--- src/rtl/slice_pkg.sv ---
// Shared types and frame layout constants for the logic slice.
// Assumes 2-bit mode fields and a 3-bit slice control field.
package slice_pkg;
    typedef enum logic [1:0] {
        MODE_OFF   = 2'b00,
        MODE_LOGIC = 2'b01,
        MODE_RAM   = 2'b10,
        MODE_SHIFT = 2'b11
    } lut_mode_e;

    localparam int MODE_W     = 2;
    localparam int CTRL_W     = 3;
    localparam int CTRL_REG_A = 0;
    localparam int CTRL_REG_B = 1;
    localparam int CTRL_MERGE = 2;
endpackage

--- src/rtl/slice_lut.sv ---
// One lookup table with its mode field, held in a serial configuration chain.
// The chain shifts while cfg_en is high. Otherwise the mode decides whether
// we/wd write one bit, shift the content, or are ignored.
// Assumes addr, we and wd are stable around the rising edge.
module slice_lut
    import slice_pkg::*;
#(
    parameter int K = 4
) (
    input  logic         clk,
    input  logic         rst_n,
    input  logic         cfg_en,
    input  logic         cfg_in,
    output logic         cfg_out,
    input  logic [K-1:0] addr,
    input  logic         we,
    input  logic         wd,
    output logic         dout
);
    localparam int DEPTH = 1 << K;
    localparam int CFG_W = DEPTH + MODE_W;

    logic [CFG_W-1:0] chain_q;
    logic [DEPTH-1:0] store;
    lut_mode_e        mode;

    assign store   = chain_q[DEPTH-1:0];
    assign mode    = lut_mode_e'(chain_q[CFG_W-1 -: MODE_W]);
    assign cfg_out = chain_q[CFG_W-1];

    // Configuration shift, memory write or content shift.
    always_ff @(posedge clk) begin
        if (!rst_n) begin
            chain_q <= '0;
        end else if (cfg_en) begin
            chain_q <= {chain_q[CFG_W-2:0], cfg_in};
        end else if (we) begin
            case (mode)
                MODE_RAM:   chain_q[addr] <= wd;
                MODE_SHIFT: chain_q[DEPTH-1:0] <= {store[DEPTH-2:0], wd};
                default:    ;
            endcase
        end
    end

    // Asynchronous read; an unconfigured table drives zero.
    always_comb begin
        dout = (mode == MODE_OFF) ? 1'b0 : store[addr];
    end

    // Logic mode content is untouched by user writes.
    p_logic_hold_r3: assert property (@(posedge clk) disable iff (!rst_n)
        (!cfg_en && mode == MODE_LOGIC) |=> $stable(store));

    // Memory mode stores the data bit at the address.
    p_ram_write_r4: assert property (@(posedge clk) disable iff (!rst_n)
        (!cfg_en && we && mode == MODE_RAM) |=> store[$past(addr)] == $past(wd));

    // Shift mode moves content up and inserts data at bit 0.
    p_shift_r5: assert property (@(posedge clk) disable iff (!rst_n)
        (!cfg_en && we && mode == MODE_SHIFT) |=>
            (store[0] == $past(wd) && store[DEPTH-1:1] == $past(store[DEPTH-2:0])));
endmodule

--- src/rtl/slice_outstage.sv ---
// Output stage: a flop that can be bypassed.
// The flop loads d on each rising edge unless hold is high.
// Assumes reg_sel changes only during configuration.
module slice_outstage (
    input  logic clk,
    input  logic rst_n,
    input  logic hold,
    input  logic reg_sel,
    input  logic d,
    output logic q
);
    logic flop_q;

    // Capture the path value when not held.
    always_ff @(posedge clk) begin
        if (!rst_n) flop_q <= 1'b0;
        else if (!hold) flop_q <= d;
    end

    // Select registered or direct path.
    always_comb begin
        q = reg_sel ? flop_q : d;
    end

    // Registered output lags the path by exactly one cycle.
    p_reg_latency_r7: assert property (@(posedge clk) disable iff (!rst_n)
        (!hold && reg_sel) |=> (!reg_sel || q == $past(d)));
endmodule

--- src/rtl/cfg_slice.sv ---
// Top of the logic slice: two tables, a merge multiplexer and two output stages.
// Chain order from cfg_din: table A, then table B, then the control bits.
// A frame is therefore shifted in MSB first.
// Assumes that in merge mode the caller treats {x5, a_sel} as one 5-input vector.
module cfg_slice
    import slice_pkg::*;
#(
    parameter int K = 4
) (
    input  logic         clk,
    input  logic         rst_n,
    input  logic         cfg_en,
    input  logic         cfg_din,
    input  logic [K-1:0] a_sel,
    input  logic [K-1:0] b_sel,
    input  logic         x5,
    input  logic         a_we,
    input  logic         a_wd,
    input  logic         b_we,
    input  logic         b_wd,
    output logic         out_a,
    output logic         out_b
);
    localparam int NOUT = 2;

    logic              chain_ab;
    logic              chain_bc;
    logic [CTRL_W-1:0] ctrl_q;
    logic              lut_a;
    logic              lut_b;
    logic [K-1:0]      addr_b;
    logic              merge;
    logic [NOUT-1:0]   path_d;
    logic [NOUT-1:0]   path_reg;
    logic [NOUT-1:0]   path_q;

    assign merge = ctrl_q[CTRL_MERGE];

    // Control bits at the end of the configuration chain.
    always_ff @(posedge clk) begin
        if (!rst_n) ctrl_q <= '0;
        else if (cfg_en) ctrl_q <= {ctrl_q[CTRL_W-2:0], chain_bc};
    end

    // Table B follows the A address when merged.
    always_comb begin
        addr_b = merge ? a_sel : b_sel;
    end

    slice_lut #(.K(K)) u_lut_a (
        .clk(clk), .rst_n(rst_n), .cfg_en(cfg_en), .cfg_in(cfg_din),
        .cfg_out(chain_ab), .addr(a_sel), .we(a_we), .wd(a_wd), .dout(lut_a)
    );

    slice_lut #(.K(K)) u_lut_b (
        .clk(clk), .rst_n(rst_n), .cfg_en(cfg_en), .cfg_in(chain_ab),
        .cfg_out(chain_bc), .addr(addr_b), .we(b_we), .wd(b_wd), .dout(lut_b)
    );

    // Combine tables: fifth input picks B over A when merged.
    always_comb begin
        path_d[0]   = (merge && x5) ? lut_b : lut_a;
        path_d[1]   = lut_b;
        path_reg[0] = ctrl_q[CTRL_REG_A];
        path_reg[1] = ctrl_q[CTRL_REG_B];
    end

    for (genvar g = 0; g < NOUT; g++) begin : g_out
        slice_outstage u_stage (
            .clk(clk), .rst_n(rst_n), .hold(cfg_en), .reg_sel(path_reg[g]),
            .d(path_d[g]), .q(path_q[g])
        );
    end

    assign out_a = path_q[0];
    assign out_b = path_q[1];
endmodule

--- config.mk ---
export PLATFORM = sky130hd
export DESIGN_NAME = cfg_slice
export DESIGN_NICKNAME = d
export VERILOG_FILES = /design/src/rtl/slice_pkg.sv /design/src/rtl/slice_lut.sv /design/src/rtl/slice_outstage.sv /design/src/rtl/cfg_slice.sv
export SDC_FILE = /design/constraint.sdc
export NUM_CORES = 1
export LEC_CHECK = 0
export BUFFER_PORTS_ARGS = -buffer_cell sky130_fd_sc_hd__buf_2
export CORE_AREA = 10 10 78 80
export DETAILED_ROUTE_END_ITERATION = 12
export DIE_AREA = 0 0 88 90
export PLACE_DENSITY = 0.77
export RECOVER_POWER = 50
export SETUP_SLACK_MARGIN = 0.5
export SKIP_CTS_REPAIR_TIMING = 1
export SLEW_MARGIN = 20
export SYNTH_ARGS = -nofsm -noshare
export SYNTH_HDL_FRONTEND = slang
export SYNTH_SLANG_ARGS = --single-unit
--- constraint.sdc ---
create_clock -name clk -period 2.1 [get_ports clk]
set_input_delay 0.105 -clock clk [delete_from_list [all_inputs] [get_ports clk]]
set_output_delay 0.105 -clock clk [all_outputs]
set_load 0.005 [all_outputs]
==> impl_results.md, run 1 <==
* Status: finished with violations
* Failing checks: negative setup slack
* Largest family of logic cells by synthesized area: compound AO/OA/AOI/OAI gates
* ANT nets after route at 0
* Worst Hold Path Cells at 3
* Sequential fraction of the synthesis area at 0.3127
* Clk pin slew, worst setup/hold paths at 80 ps
* Vias in the first global route at 2,362
* Leakage at 1.120 nW
* Clk_lat worst skew at 300 ps
* Commonest cells after routing, fill and taps aside: 65 x a21oi_1, 40 x dfxtp_1, 33 x nand2_1
* Synthesis-to-finish area growth at 16.16%
* GR peak layer: met2
* Worst Slack Setup Final at -247.1 ps
* Switching fraction of total power at 0.2824
* Largest net degree at the start of global routing at 42
* Die height at 90 um
* Register share of total power at 0.458
* FF-to-FF End: g_out[0].u_stage.flop_q$_SDFFE_PN0N_
* Most common cell after layout, fill and taps aside: a21oi_1
* Unrepaired setup endpoints after global routing: true
* Pre-Repair DR Iteration Count at 5
* Clock Skew at 5.076 ps
* Initial Utilization at 0.5709
* CP Data Required Time at 2000 ps
* Complex-gate fraction of the synthesized area at 0.3737
* GRT Residual Overflow at 0
* Hold wc startpoint: cfg_din
* Share of post-route cells with drive strength above 1 at 0.2078
* Max-slew headroom at 0.5586
* Post-Synth Adder-Cell Area at 0
* Crit path capture type: primary output
* Min cycle time layout at 2347 ps
* P_int at 1.354 mW
* Clock Power Share at 0.354
* Sink Count at 41
* Max-slew violation count at 0
* Core Rows at 25
* Syn Area/Cell at 7.631 um^2
* Crit share post-route at 1.118
* Maximum VDD drop at 0.3762 mV
* Crit Path Class: register to primary output
* Gate power share at 0.188
* Vias at 2,789
* Crit path launch: ctrl_q[2]$_SDFFE_PN0P_
* End of the worst hold path: u_lut_a.chain_q[0]$_SDFFE_PN0P_
* I/O Pins at 19
* Syn. warnings at 0
* Core area at 0.004598 mm^2
* Global routing met2 resource utilization at 0.2536
* Die footprint at 0.007920 mm^2
* Origin of the critical flop-to-flop path: ctrl_q[2]$_SDFFE_PN0P_
* Width of the die at 88 um
* Vias/cell at 6.720
* Setup slack, reg-to-reg at 50 ps
* Final nets at 377
* Post-synth ARST share at 0
* M3 GR Usage at 0.04152
* Pre-CTS WS at 99.08 ps
* Post-Syn Area at 0.002625 mm^2
* Arr. time, crit path at 2240 ps
* Deepest clock path buffer count at 2
* Clk root buf: clkbuf_8
* Post-synth EDFFs at 0
* Mux contribution to synthesized area at 0.07722
* Initial DRC Count at 318
* DRC at 0
* Post-Synth Simple-Gate Area at 0.1897
* Met1 Track Usage GR at 0.2376
* Cells after Synth at 344
* R2R depth at 7
* Post-Synth XOR/XNOR Area at 0
* Pwr/cell area at 618.6 mW/mm^2
* I/O Buffers at 18
* Psw at 532.7 uW
* CTS buffer count at 5
* Slew @ Worst Pin at 662.1 ps
* Syn_nets at 361
* # diodes at 0
* RD Place Congestion at 0.9003
* Maximum fanout along the worst path at 7
* Max Cap Violations at 0
* CP Launch Type: register
* Routed wire length per instance at 18.45 um
* Util after Layout at 0.6631
* Htree depth at 2
* Initial antenna violation count at 0
* GRT Overall Usage at 0.1725
* Fmax achieved at 0.4261 GHz
* Number of synthesized register bits at 41
* Dominant synthesized flop cell: dfxtp_1
* Post-DP HPWL at 4976 um
* First-pass GRT wire length at 11,510 um
* WL final at 7655 um
* Yosys cell types at 45
* CTS tree: yes
* Hold Violations, Final at 0
* Worst hold path type: input port to register
* Final setup viols at 2
logic make-up (layout without fill, tap and decap cells):
logic type	count (synthesis)	in the layout
and+or+nand+nor	96	96
buffers and inverters	29	46
DFF	41	41
AOI/OAI and AO/OA	164	164
muxes	14	14
state kept, by name, indices dropped and copies added (netlist names):
signal / cells
u_lut_a.chain_q: 18
ctrl_q: 3
u_lut_b.chain_q: 18
g_out.u_stage.flop_q: 2
synthesized netlist by cell type, types with 6 or more instances:
master    count  area, um^2
o22ai_1      26       162.7
nor2b_1      13       81.33
nor2_1       20       75.07
o21ai_0      34       170.2
mux2i_1       9       90.09
dfxtp_1      41       820.8
a21oi_1      68       340.3
clkbuf_1     19       71.32
nand2_1      36       135.1
o21a_1        6       45.04
through the flow:
step	hold slack, ps	setup TNS [ps]	total power, mW	std cells	cell area [um^2]
after floorplan	233.2	0	1.103	344	2630
after global placement	364.5	0	1.197	402	2774
after detailed placement	390.9	0	1.201	402	2774
after CTS	97.48	-463.5	1.860	410	2890
after global routing	120.6	-516.0	1.962	415	3049
final	94.84	-376.1	1.886	415	3049
routing by layer:
metal	vias up	wire [um]	part of all wire
met5	-	0	0
met4	0	155	0.020
met3	19	776	0.10
met2	161	3445	0.45
met1	1294	3278	0.43
li1	1315	-	-
worst max path at each step:
stage / end / slack [ps] / cells past startpoint
global placement: out_a / 140 / 7
detailed placement: out_a / 100 / 7
global route: out_a / -300 / 8
floorplan: g_out[0].u_stage.flop_q$_SDFFE_PN0N_ / 300 / 6
CTS: out_a / -240 / 7
finish: out_a / -250 / 8
area by class of cell:
cell class / count / area [um^2]
inverters: 2 / 7.507
clock buffers: 7 / 86.33
clock inverters: 1 / 30.03
well taps: 54 / 67.56
repair buffers: 36 / 254.0
fillers: 359 / 1549
flip-flops and latches: 41 / 824.5
multi-input cells: 274 / 1779
power by group through the flow:
stage                     logic, mW  clock network (mW)  registers, mW
final                         0.354               0.668          0.864
after global routing          0.385               0.709          0.868
after CTS                     0.324               0.675          0.861
after detailed placement      0.322                   0          0.879
after global placement        0.319                   0          0.878
after floorplan               0.242                   0          0.862
critical path, cell delays in order, from the launching register on:
cell and delay, ps:
dfxtp_4 390, buf_8 140, and3b_4 200, o21a_1 180
o41ai_2 340, and4_4 290, nor3_2 60, o31a_1 230
buf_2 120
Note: power is estimated with default switching activity, not from simulation.
==> run 2: changes to the inputs <==
--- a/config.mk
+++ b/config.mk
@@ -7,6 +7,8 @@
 export LEC_CHECK = 0
 export BUFFER_PORTS_ARGS = -buffer_cell sky130_fd_sc_hd__buf_2
 export CORE_AREA = 10 10 78 80
+export CTS_BUF_LIST = sky130_fd_sc_hd__clkbuf_16
+export CTS_CLUSTER_DIAMETER = 200
 export DETAILED_ROUTE_END_ITERATION = 12
 export DIE_AREA = 0 0 88 90
 export PLACE_DENSITY = 0.77
==> run 2 against run 1 <==
- the run still ends with negative setup slack left
- sequential cell count is the same
- fmax grew 1.3%
- combinational power is essentially flat
- critical path depth is the same
- first-iteration DRC count grew 2.5%
- sequential share of layout area grew 0.067 points
- register-to-register slack gained 70 ps
- power grew 9.8%
- via count is essentially flat
- global-route usage grew 0.13 points
- largest cell class unchanged
- largest power group unchanged
- highest routed layer unchanged
==> impl_results.md, run 2 (synthesis results as in run 1) <==
* Core Rows at 25
* CTS tree: yes
* Final nets at 374
* Maximum VDD drop at 0.4089 mV
* Final setup viols at 2
* Max-slew headroom at 0.2317
* CP Launch Type: register
* Crit path capture type: primary output
* I/O Buffers at 18
* ANT nets after route at 0
* Clk_lat worst skew at 280 ps
* Fmax achieved at 0.4314 GHz
* Pwr/cell area at 681.0 mW/mm^2
* Leakage at 1.121 nW
* R2R depth at 7
* Sink Count at 41
* Worst Hold Path Cells at 3
* First-pass GRT wire length at 11,610 um
* DRC at 0
* GRT Overall Usage at 0.1737
* Vias/cell at 6.774
* Crit share post-route at 1.104
* Register Area at 824.5 um^2
* Min cycle time layout at 2318 ps
* Hold Violations, Final at 0
* Routed wire length per instance at 18.17 um
* Htree depth at 2
* Slew @ Worst Pin at 1152 ps
* Die height at 90 um
* RD Place Congestion at 0.9003
* Commonest cells after routing, fill and taps aside: 64 x a21oi_1, 40 x dfxtp_1, 35 x nand2_1
* Regs by FF count: u_lut_a.chain_q: 18 flops, u_lut_b.chain_q: 18 flops, ctrl_q: 3 flops
* CP Data Required Time at 2000 ps
* Pre-CTS WS at 99.08 ps
* Width of the die at 88 um
* Area of the multi-input gates at 0.001767 mm^2
* Most common cell after layout, fill and taps aside: a21oi_1
* Clk root buf: clkbuf_16
* Unrepaired setup endpoints after global routing: true
* Clk pin slew, worst setup/hold paths at 60 ps
* CTS buffer count at 5
* Initial Utilization at 0.5709
* Clock Skew at 3.466 ps
* Maximum fanout along the worst path at 6
* Post-DP HPWL at 4976 um
* Largest net degree at the start of global routing at 42
* Worst Slack Setup Final at -217.8 ps
* Initial antenna violation count at 0
* Max-slew violation count at 0
* Vias at 2,791
* Arr. time, crit path at 2210 ps
* Max Cap Violations at 0
* Worst hold path type: input port to register
* Crit Path Class: register to primary output
* WL final at 7488 um
* Pre-Repair DR Iteration Count at 5
* Core area at 0.004598 mm^2
* # diodes at 0
* Failing checks: negative setup slack
* Synthesis-to-finish area growth at 15.87%
* Share of post-route cells with drive strength above 1 at 0.1927
* Filler instances at 367
* Util after Layout at 0.6615
* I/O Pins at 19
* Vias in the first global route at 2,350
* GRT Residual Overflow at 0
* Status: finished with violations
* Deepest clock path buffer count at 2
* Die footprint at 0.007920 mm^2
* Initial DRC Count at 326
run 2: routing by layer:
metal  share of wire  global-route usage  vias to the layer above
met1            0.44              0.2424                     1307
met4           0.022             0.05718                        0
met5               0                   0                        -
li1                -                   -                     1315
met3           0.089             0.04061                       21
met2            0.45              0.2530                      148
run 2: critical path, cell delays in order (launching register included):
cell,delay (ps)
dfxtp_4,380
buf_4,170
nor3b_4,160
o21a_1,200
o41ai_2,310
and4_4,290
nor3_2,50
o31a_1,230
buf_2,130
run 2: where the power goes:
part / leakage [nW] / internal [mW] / switching (mW)
registers: 0.337 / 0.822 / 0.0423
logic: 0.701 / 0.144 / 0.207
clock network: 0.0826 / 0.552 / 0.304
total: 1.12 / 1.52 / 0.553
run 2: final timing paths:
path	from	end	slack, ps
worst max register to register	ctrl_q[2]$_SDFFE_PN0P_	g_out[0].u_stage.flop_q$_SDFFE_PN0N_	120
worst max-delay path	ctrl_q[2]$_SDFFE_PN0P_	out_a	-220
worst min register to register	u_lut_b.chain_q[9]$_SDFFE_PN0P_	u_lut_b.chain_q[9]$_SDFFE_PN0P_	540
worst min-delay path	cfg_din	u_lut_a.chain_q[0]$_SDFFE_PN0P_	120
run 2: final cells by class:
class,instances,area share
multi-input cells,274,0.5808
flip-flops and latches,41,0.2711
repair buffers,33,0.06993
clock buffers,5,0.04114
well taps,54,0.02221
clock inverters,3,0.01234
inverters,2,0.002468
run 2: per-stage QoR:
step	setup TNS [ps]	cell area [um^2]	hold WS (ps)	power, mW	instances
CTS	-348.2	2937	114.8	2.050	410
floorplan	0	2630	233.2	1.103	344
global placement	0	2774	364.5	1.197	402
finish	-331.3	3042	115.2	2.071	412
global route	-569.5	3042	137.5	2.155	412
detailed placement	0	2774	390.9	1.201	402
==> run 3: changes to the inputs <==
--- a/config.mk
+++ b/config.mk
@@ -6,16 +6,19 @@
 export NUM_CORES = 1
 export LEC_CHECK = 0
 export BUFFER_PORTS_ARGS = -buffer_cell sky130_fd_sc_hd__buf_2
-export CORE_AREA = 10 10 78 80
+export CORE_AREA = 10 10 77 79
 export CTS_BUF_LIST = sky130_fd_sc_hd__clkbuf_16
 export CTS_CLUSTER_DIAMETER = 200
 export DETAILED_ROUTE_END_ITERATION = 12
-export DIE_AREA = 0 0 88 90
+export DIE_AREA = 0 0 87 89
 export PLACE_DENSITY = 0.77
 export RECOVER_POWER = 50
 export SETUP_SLACK_MARGIN = 0.5
 export SKIP_CTS_REPAIR_TIMING = 1
+export SKIP_LAST_GASP = 1
 export SLEW_MARGIN = 20
 export SYNTH_ARGS = -nofsm -noshare
 export SYNTH_HDL_FRONTEND = slang
+export SYNTH_HIERARCHICAL = 1
 export SYNTH_SLANG_ARGS = --single-unit
+export TNS_END_PERCENT = 10
==> run 3 against run 2 <==
- the flow still finishes with violations (negative setup slack)
- first-iteration DRC count decreased by 44%
- setup slack got worse by 320 ps
- utilization fell by 2.6 points
- cell count is 11% lower
- combinational power is essentially flat
- routed wire length decreased by 13%
- sequential share of layout area grew 1.5 points
- critical path type unchanged
==> impl_results.md, run 3 <==
* Initial Utilization at 0.5644
* Share of post-route cells with drive strength above 1 at 0.2070
* Critical-path top delay cell: mux4_2
* Sink Count at 41
* Unrepaired setup endpoints after global routing: true
* Largest family of logic cells by synthesized area: compound AO/OA/AOI/OAI gates
* Regs by FF count: u_lut_a/chain_q: 18 flops, u_lut_b/chain_q: 18 flops, ctrl_q: 3 flops
* I/O Buffers at 18
* Number of synthesized register bits at 41
* Core Rows at 25
* Deepest clock path buffer count at 2
* Failing checks: negative setup slack
* Die footprint at 0.007743 mm^2
* Area leader, netlist: dfxtp_1
* Filler instances at 394
* Synthesis-to-finish area growth at 12.66%
* Post-Synth XOR/XNOR Area at 0
* Complex-gate fraction of the synthesized area at 0.3529
* Initial antenna violation count at 0
* Pre-CTS WS at -226.6 ps
* Post-Synth Simple-Gate Area at 0.1290
* Mux contribution to synthesized area at 0.1349
* Commonest cells after routing, fill and taps aside: 40 x dfxtp_1, 38 x a21oi_1, 30 x o22ai_1
* CP Launch Type: register
* Cells after DPL at 358
* Finished Layout Cells at 368
* Yosys cell types at 33
* Area of the multi-input gates at 0.001609 mm^2
* Post-DP HPWL at 4485 um
* Max-slew headroom at 0.1458
* Final instance area at 0.002884 mm^2
* Pre-Repair DR Iteration Count at 5
* GRT Overall Usage at 0.1681
* Cell Chain, Critical Path: mux2_4 -> mux4_2 -> a22oi_2 -> o41ai_2 -> o21a_1 -> mux2_4 -> mux2_4 -> buf_2
* Clk root buf: clkbuf_16
* Worst hold path type: input port to register
* ANT nets after route at 0
* # diodes at 0
* Clk_lat worst skew at 280 ps
* Dominant synthesized flop cell: dfxtp_1
* Vias in the first global route at 2,230
* Setup TNS Final at -1175 ps
* Worst Slack Setup Final at -542.5 ps
* Clk pin slew, worst setup/hold paths at 60 ps
* Origin of the critical flop-to-flop path: ctrl_q[2]$_SDFFE_PN0P_
* DRC at 0
* Worst path most repeated cell: mux2_4
* Final nets at 330
* Initial DRC Count at 184
* Fmax achieved at 0.3784 GHz
* CTS tree: yes
* Slew @ Worst Pin at 1281 ps
* Hold wc startpoint: a_we
* Routed wire length per instance at 17.76 um
* DP Area at 0.002708 mm^2
* WL final at 6535 um
* CTS buffer count at 5
* Cells after Synth at 299
* Crit share post-route at 1.258
* Leakage at 1.035 nW
* Post-Syn Area at 0.002560 mm^2
* Vias/cell at 6.533
* Htree depth at 2
* Width of the die at 87 um
* Pwr/cell area at 669.3 mW/mm^2
* Syn. warnings at 6
* Max stage delay on crit path at 440 ps
* RD Place Congestion at 0.8558
* Hold Violations, Final at 0
* Synth area leaders: dfxtp_1 32%, a211oi_1 8.2%, a21oi_1 7.8%, o22ai_1 7.3%, buf_2 3.9%
* Most common cell after layout, fill and taps aside: dfxtp_1
* Syn Area/Cell at 8.562 um^2
* Post-synth EDFFs at 0
* Vias at 2,404
* Top-count cell post-synth: dfxtp_1
* Crit path launch: ctrl_q[2]$_SDFFE_PN0P_
* Sequential fraction of the synthesis area at 0.3206
* Syn_nets at 316
* Max Cap Violations at 0
* Arr. time, crit path at 2540 ps
* I/O Pins at 19
* Post-synth ARST share at 0
* GRT Residual Overflow at 0
* Largest net degree at the start of global routing at 31
* Maximum fanout along the worst path at 7
* Power Total at 1.930 mW
* Maximum VDD drop at 0.5409 mV
* Core area at 0.004536 mm^2
* Register Area at 824.5 um^2
* Post-Synth Adder-Cell Area at 0
* Most instantiated cells after synthesis: 41 x dfxtp_1, 40 x a21oi_1, 30 x o22ai_1
* Crit path capture type: primary output
* Min cycle time layout at 2643 ps
* First-pass GRT wire length at 10,880 um
* Status: finished with violations
* Synth top area share at 0.3206
* Clock Skew at 4.681 ps
* Crit Path Class: register to primary output
* Max-slew violation count at 0
* CP Data Required Time at 2000 ps
* Final setup viols at 4
* Die height at 89 um
[run 3: cell count changes after synthesis, moves of 6 or more]
cell,before,now
buf_2,5,20
nor2_1,20,10
mux2_2,0,6
a21oi_1,68,40
clkbuf_1,19,8
nand2b_1,4,12
o21ai_0,34,8
a211oi_1,0,28
o21ai_1,2,18
nand2_1,36,10
[run 3: kinds of logic (layout without fill, tap and decap cells)]
group / Yosys count / count (layout)
AOI/OAI and AO/OA: 144 / 144
buffers and inverters: 32 / 47
DFF: 41 / 41
muxes: 24 / 24
and+or+nand+nor: 58 / 58
[run 3: cell type report]
class / count / share of cell area
clock buffer: 5 / 0.04338
multi-input combinational: 226 / 0.5579
clock inverter: 3 / 0.003905
sequential: 41 / 0.2859
inverter: 2 / 0.002603
tap: 54 / 0.02343
timing repair buffer: 37 / 0.08286
[run 3: worst max-delay path, delay by kind of cell, from the launching register on]
kind                   cells  cell delay, ps
multiplexers               4            1320
flip-flops                 1             360
AO/OA/AOI/OAI              3             440
buffers and inverters      1             130
[run 3: path summary, 6_finish.rpt]
kind                                                        endpoint  slack, ps  cells past startpoint
worst min register to register      u_lut_a/chain_q[13]$_SDFFE_PN0P_        540                      2
worst max-delay path                                           out_a       -540                      8
worst max register to register  g_out[0].u_stage/flop_q$_SDFFE_PN0N_        -90                      8
worst min-delay path                 u_lut_a/chain_q[0]$_SDFFE_PN0P_        150                      3
[run 3: where the power goes]
group / switching [mW] / internal (mW)
sequential: 0.0399 / 0.822
clock: 0.288 / 0.427
combinational: 0.196 / 0.157
total: 0.524 / 1.41
[run 3: layer usage]
metal,up-vias,part of all wire,track usage
met4,0,0.015,0.04713
met5,-,0,0
met1,1117,0.45,0.2219
met2,94,0.48,0.2705
met3,11,0.060,0.03373
li1,1182,-,-
[run 3: metrics by stage]
step	util	hold WS (ps)
6_report	0.6359	148.5
5_1_grt	0.6359	191.8
4_1_cts	0.6270	145.9
3_5_place_dp	0.5970	440.1
3_3_place_gp	0.5970	434.5
2_1_floorplan	-	231.8
